===== config.mk =====
export PLATFORM = sky130hd
export DESIGN_NAME = oc_bus_datapath
export DESIGN_NICKNAME = d
export VERILOG_FILES = /design/src/rtl/oc_pkg.sv /design/src/rtl/oc_adder.sv /design/src/rtl/oc_read_bus.sv /design/src/rtl/oc_const_inject.sv /design/src/rtl/oc_regs.sv /design/src/rtl/oc_bus_datapath.sv
export SDC_FILE = /design/constraint.sdc
export NUM_CORES = 1
export LEC_CHECK = 0
export BUFFER_PORTS_ARGS = -buffer_cell sky130_fd_sc_hd__buf_4
export CORE_UTILIZATION = 55
export CTS_CLUSTER_SIZE = 16
export DETAILED_ROUTE_END_ITERATION = 10
export GPL_ROUTABILITY_DRIVEN = 0
export GPL_TIMING_DRIVEN = 0
export HOLD_SLACK_MARGIN = 0.12
export PLACE_DENSITY = 0.86
export SYNTH_ARGS = -nofsm -noshare
export SYNTH_HDL_FRONTEND = slang
export SYNTH_SLANG_ARGS = --single-unit

===== constraint.sdc =====
create_clock -name clk -period 12.92 [get_ports clk]
set_input_delay 1.292 -clock clk [delete_from_list [all_inputs] [get_ports clk]]
set_output_delay 1.292 -clock clk [all_outputs]
set_load 0.02 [all_outputs]

===== src/rtl/oc_pkg.sv =====
package oc_pkg;
  localparam int NUM_K = 8;
  typedef enum int {
    K_BIT13 = 0,
    K_ONE   = 1,
    K_NOT1  = 2,
    K_TWO   = 3,
    K_SIGN  = 4,
    K_O22   = 5,
    K_O24   = 6,
    K_BIT10 = 7
  } k_idx_e;
endpackage


===== src/rtl/oc_adder.sv =====
module oc_adder #(
  parameter int W = 16
) (
  input  logic         clk,
  input  logic         rst_n,
  input  logic [W-1:0] x,
  input  logic [W-1:0] y,
  input  logic         ci,
  output logic [W-1:0] u
);
  logic [W:0] raw;
  logic       eac;

  always_comb begin
    raw = {1'b0, x} + {1'b0, y};
    eac = raw[W] | ci;
    u   = raw[W-1:0] + {{(W-1){1'b0}}, eac};
  end

  // adding zero with no carry-in returns the operand unchanged
  assert_sum_identity_R2: assert property (@(posedge clk) disable iff (!rst_n)
    (y == '0 && !ci) |-> (u == x));
endmodule


===== src/rtl/oc_read_bus.sv =====
module oc_read_bus #(
  parameter int W = 16
) (
  input  logic         clk,
  input  logic         rst_n,
  input  logic         rd_u,
  input  logic         rd_b,
  input  logic         rd_bn,
  input  logic [W-1:0] u,
  input  logic [W-1:0] b,
  output logic [W-1:0] bus
);
  logic [2:0][W-1:0] src;

  always_comb begin
    src[0] = rd_u  ? u  : '0;
    src[1] = rd_b  ? b  : '0;
    src[2] = rd_bn ? ~b : '0;
    bus = '0;
    for (int i = 0; i < 3; i++) bus = bus | src[i];
  end

  assert_idle_bus_zero_R7: assert property (@(posedge clk) disable iff (!rst_n)
    (!rd_u && !rd_b && !rd_bn) |-> (bus == '0));
endmodule


===== src/rtl/oc_const_inject.sv =====
module oc_const_inject #(
  parameter int W = 16
) (
  input  logic                     clk,
  input  logic                     rst_n,
  input  logic [W-1:0]             rd_bus,
  input  logic [oc_pkg::NUM_K-1:0] k_sel,
  output logic [W-1:0]             wr_bus
);
  import oc_pkg::*;

  function automatic logic [W-1:0] kval(input int idx);
    logic [W-1:0] v;
    v = '0;
    case (idx)
      K_BIT13: v[W-3] = 1'b1;
      K_ONE:   v[0] = 1'b1;
      K_NOT1:  v = ~{{(W-1){1'b0}}, 1'b1};
      K_TWO:   v[1] = 1'b1;
      K_SIGN:  v[W-1] = 1'b1;
      K_O22:   begin v[4] = 1'b1; v[1] = 1'b1; end
      K_O24:   begin v[4] = 1'b1; v[2] = 1'b1; end
      K_BIT10: v[W-6] = 1'b1;
      default: v = '0;
    endcase
    return v;
  endfunction

  logic [NUM_K-1:0][W-1:0] kterm;

  genvar gi;
  generate
    for (gi = 0; gi < NUM_K; gi++) begin : g_k
      assign kterm[gi] = k_sel[gi] ? kval(gi) : '0;
    end
  endgenerate

  always_comb begin
    wr_bus = rd_bus;
    for (int i = 0; i < NUM_K; i++) wr_bus = wr_bus | kterm[i];
  end

  assert_wr_covers_rd_R8: assert property (@(posedge clk) disable iff (!rst_n)
    ((wr_bus & rd_bus) == rd_bus));
  assert_no_const_passthru_R8: assert property (@(posedge clk) disable iff (!rst_n)
    (k_sel == '0) |-> (wr_bus == rd_bus));
endmodule


===== src/rtl/oc_regs.sv =====
module oc_regs #(
  parameter int W = 16
) (
  input  logic         clk,
  input  logic         rst_n,
  input  logic [W-1:0] wbus,
  input  logic         wr_x,
  input  logic         wr_y,
  input  logic         wr_y_only,
  input  logic         wr_b,
  input  logic         set_ci,
  output logic [W-1:0] x_q,
  output logic [W-1:0] y_q,
  output logic [W-1:0] b_q,
  output logic         ci_q
);
  logic [W-1:0] x_d, y_d, b_d;
  logic         ci_d;
  logic         x_en, y_en, b_en, ci_en;

  always_comb begin
    x_en  = wr_x | wr_y;
    y_en  = wr_y | wr_y_only;
    b_en  = wr_b;
    ci_en = set_ci | wr_y;
    x_d   = wr_x ? wbus : '0;
    y_d   = wbus;
    b_d   = wbus;
    ci_d  = set_ci;
  end

  always_ff @(posedge clk or negedge rst_n) begin
    if (!rst_n) begin
      x_q  <= '0;
      y_q  <= '0;
      b_q  <= '0;
      ci_q <= 1'b0;
    end else begin
      if (x_en)  x_q  <= x_d;
      if (y_en)  y_q  <= y_d;
      if (b_en)  b_q  <= b_d;
      if (ci_en) ci_q <= ci_d;
    end
  end

  assert_wry_clears_x_R4: assert property (@(posedge clk) disable iff (!rst_n)
    (wr_y && !wr_x) |=> (x_q == '0));
  assert_wry_clears_ci_R4: assert property (@(posedge clk) disable iff (!rst_n)
    (wr_y && !set_ci) |=> !ci_q);
  assert_setci_R6: assert property (@(posedge clk) disable iff (!rst_n)
    set_ci |=> ci_q);
  assert_wyonly_keeps_R5: assert property (@(posedge clk) disable iff (!rst_n)
    (wr_y_only && !wr_y && !wr_x && !set_ci) |=> ($stable(x_q) && $stable(ci_q)));
  assert_wrx_loads_R3: assert property (@(posedge clk) disable iff (!rst_n)
    wr_x |=> (x_q == $past(wbus)));
endmodule


===== src/rtl/oc_bus_datapath.sv =====
module oc_bus_datapath #(
  parameter int W = 16
) (
  input  logic                     clk,
  input  logic                     rst_n,
  input  logic                     rd_u,
  input  logic                     rd_b,
  input  logic                     rd_bn,
  input  logic [oc_pkg::NUM_K-1:0] k_sel,
  input  logic                     wr_x,
  input  logic                     wr_y,
  input  logic                     wr_y_only,
  input  logic                     wr_b,
  input  logic                     set_ci,
  output logic [W-1:0]             x_q,
  output logic [W-1:0]             y_q,
  output logic [W-1:0]             b_q,
  output logic                     ci_q,
  output logic [W-1:0]             sum_u,
  output logic [W-1:0]             rd_bus,
  output logic [W-1:0]             wr_bus
);
  oc_adder #(.W(W)) u_add (
    .clk(clk), .rst_n(rst_n), .x(x_q), .y(y_q), .ci(ci_q), .u(sum_u)
  );

  oc_read_bus #(.W(W)) u_rd (
    .clk(clk), .rst_n(rst_n), .rd_u(rd_u), .rd_b(rd_b), .rd_bn(rd_bn),
    .u(sum_u), .b(b_q), .bus(rd_bus)
  );

  oc_const_inject #(.W(W)) u_k (
    .clk(clk), .rst_n(rst_n), .rd_bus(rd_bus), .k_sel(k_sel), .wr_bus(wr_bus)
  );

  oc_regs #(.W(W)) u_regs (
    .clk(clk), .rst_n(rst_n), .wbus(wr_bus), .wr_x(wr_x), .wr_y(wr_y),
    .wr_y_only(wr_y_only), .wr_b(wr_b), .set_ci(set_ci),
    .x_q(x_q), .y_q(y_q), .b_q(b_q), .ci_q(ci_q)
  );
endmodule


==> flow_metrics.env <==
export IMPL_status="finished, final reports clean"
export IMPL_drt_first_pass_iters=5
export IMPL_num_vias=3669
export IMPL_worst_pin_slew_ns=0.8243
export IMPL_fillCellCount=457
export IMPL_async_flop_share=1.000
export IMPL_synth_top_area_cell="dfrtp_1"
export IMPL_synth_cells=401
export IMPL_seq_area_frac_synth=0.3508
export IMPL_drt_initial_drc_count=286
export IMPL_grt_overflow_total=0
export IMPL_cts_tree="yes"
export IMPL_grtUsageTotal=0.3366
export IMPL_drcViolationCount=0
export IMPL_syn_num_nets=438
export IMPL_io_buffers=113
export IMPL_dieArea_um2=6679
export IMPL_fin_crit_ns=6.414
export IMPL_cp_end_kind="primary output"
export IMPL_slew_headroom=0.4454
export IMPL_rsz0062_at_grt="no"
export IMPL_hold_violations=0
export IMPL_ir_drop_mv=0.09195
export IMPL_cts_sinks=49
export IMPL_synth_seq_cells=49
export IMPL_finalSetupTns_ns=0
export IMPL_clk_latency_ns=0.32
export IMPL_grt_pass1_wl_um=16820
export IMPL_nets=558
export IMPL_dpl_hpwl_um=8041
export IMPL_avgSynthCellArea_um2=8.718
export IMPL_dp_cells=589
export IMPL_leakage_uw=0.001930
export IMPL_antenna_found_initial=0
export IMPL_n_antenna_cell=0
export IMPL_pwr_density_cell_nw_per_um2=178.8
export IMPL_initial_utilization=0.5801
export IMPL_netlist_area_um2=3496
export IMPL_post_route_period_util=0.4965
export IMPL_io_pins=115
export IMPL_fmax_mhz=155.9
export IMPL_grt_max_degree=50
export IMPL_stdcell_count=596
export IMPL_final_max_slew_viol_count=0
export IMPL_synthToLayoutAreaGrowth_pct=29.92
export IMPL_die_w_um=81.73
export IMPL_synth_top_cells_by_area="dfrtp_1, ha_1, a21oi_1"
export IMPL_row_count=28
export IMPL_cts_buffer_depth=2
export IMPL_synthTopCellsByCount="nor2_1, dfrtp_1, a21oi_1"
export IMPL_dieHeight_um=81.73
export IMPL_viasPerCell=6.156
export IMPL_hold_class="reg -> reg"
export IMPL_critical_path_arrival_ns=5.12
export IMPL_crit_path_max_fanout=4
export IMPL_path_class="reg -> out"
export IMPL_cts_root_buf="clkbuf_8"
export IMPL_synth_edf_count=0
export IMPL_post_cts_buffers=0
export IMPL_wl_per_cell_um=18.17
export IMPL_grt_pass1_vias=3417
export IMPL_synth_top_area_share=0.3508
export IMPL_multiInputGateArea_um2=2107
export IMPL_finClkSkew_ns=0.01232
export IMPL_finalSetupViolations=0
export IMPL_cts_htree_levels=2
export IMPL_cts_buffers=5
export IMPL_post_synth_top_count_cell="nor2_1"
export IMPL_synth_flop_cell="dfrtp_1"
export IMPL_core_um2=6026
export IMPL_routed_wl_um=10830
export IMPL_ctsHoldBuffers=0
export IMPL_seq_area_um2=1226
export IMPL_worstPathRequired_ns=11.63
export IMPL_cp_start_kind="register"
export IMPL_drive_above_1_share=0.2783
export IMPL_yosysWarnings=0
export IMPL_drtAntennaViolNets=0
export IMPL_maxCapViolCount=0
export IMPL_clkSlewWorstSetupHoldPaths_ns=0.10
export IMPL_synth_distinct_cells=62
export IMPL_cts_resized=0
[logic make-up (layout without fill, tap and decap cells)]
logic type | count (synthesis) | count (layout) | share of synthesized area
and+or+nand+nor | 144 | 144 | 0.2180
AOI/OAI and AO/OA | 115 | 115 | 0.2244
DFF | 49 | 49 | 0.3508
buffers and inverters | 41 | 161 | 0.04653
xor gates and xnor gates | 23 | 23 | 0.05977
adders and majority gates | 19 | 19 | 0.07015
muxes | 10 | 10 | 0.03042
[sequential cells by signal, indices dropped and copies added (netlist names)]
signal,flops
u_regs.y_q,16
u_regs.b_q,16
u_regs.ci_q,1
u_regs.x_q,16
[report_power, final]
group	internal [uW]	total [uW]	leakage, uW	switching (uW)
logic	201	506	0.00137	305
clock network	56.4	113	0.0000540	56.2
registers	173	194	0.000505	20.7
total	430	812	0.00193	382
[per-layer routing]
metal	vias up	wire length [um]	GRT usage	share of wire
met5	-	0	0	0
met4	0	228	0.1246	0.021
met3	31	957	0.07000	0.088
met2	207	5287	0.5438	0.49
met1	1747	4356	0.4410	0.40
li1	1684	-	-	-
[through the flow]
| step | worst slack (ns) | total power [uW] | hold slack, ns | utilization | cell area, um^2 |
|---|---|---|---|---|---|
| floorplan | 7.389 | 517.8 | 0.6049 | - | 3496 |
| global placement | 6.946 | 682.9 | 0.4928 | 0.7365 | 4438 |
| global route | 6.196 | 853.5 | 0.5516 | 0.7537 | 4542 |
| detailed placement | 6.960 | 692.3 | 0.5118 | 0.7365 | 4438 |
| CTS | 6.604 | 804.7 | 0.5315 | 0.7537 | 4542 |
| finish | 6.506 | 812.3 | 0.5306 | 0.7537 | 4542 |
[critical path: stages (launching register included)]
cell	delay [ns]
dfrtp_1	0.42
ha_1	0.25
fa_1	0.42
a21o_1	0.23
a22oi_1	0.26
a21oi_1	0.15
o41ai_1	0.51
o21bai_1	0.17
a211o_1	0.34
ha_1	0.23
ha_1	0.21
nand2_1	0.07
nor3_1	0.07
xor2_1	0.21
a221o_1	0.35
nor4_1	0.64
inv_1	0.09
buf_4	0.18
[final cells by class]
class / instances / area share
buffer: 20 / 0.01846
clock buffer: 5 / 0.01515
clock inverter: 2 / 0.007713
inverter: 21 / 0.01736
multi-input combinational: 311 / 0.4639
sequential: 49 / 0.2700
tap: 75 / 0.02066
timing repair buffer: 113 / 0.1868
[layout by cell type (no fill, tap or decap), drive strengths merged, types with 3 or more instances in the layout]
cell type and n:
nand3 8, and2 3, ha 18, o21ai 23, o211ai 3, nand2 29
a21oi 41, nor4 6, nor3 8, nor2b 12, xor2 8, clkbuf 23
and3 5, mux2i 5, dfrtp 49, nor2 51, mux2 5, inv 21
nand4 5, nand2b 5, a41oi 3, a31oi 3, buf 115, or2 4
xnor2 15, a21o 11, a221o 11
[final timing paths]
kind / startpoint / to / slack [ns] / depth (start not counted)
worst max-delay path: u_regs.x_q[0]$_DFFE_PN0P_ / wr_bus[4] / 6.51 / 17
worst min-delay path: u_regs.x_q[7]$_DFFE_PN0P_ / u_regs.x_q[7]$_DFFE_PN0P_ / 0.53 / 2
worst max register to register: u_regs.x_q[0]$_DFFE_PN0P_ / u_regs.x_q[4]$_DFFE_PN0P_ / 8.06 / 16
worst min register to register: u_regs.x_q[7]$_DFFE_PN0P_ / u_regs.x_q[7]$_DFFE_PN0P_ / 0.53 / 2
max in group asynchronous: rst_n / u_regs.y_q[11]$_DFFE_PN0P_ / 11.49 / 1
min in group asynchronous: rst_n / u_regs.y_q[8]$_DFFE_PN0P_ / 0.99 / 1
Note: power is estimated with default switching activity, not from simulation.
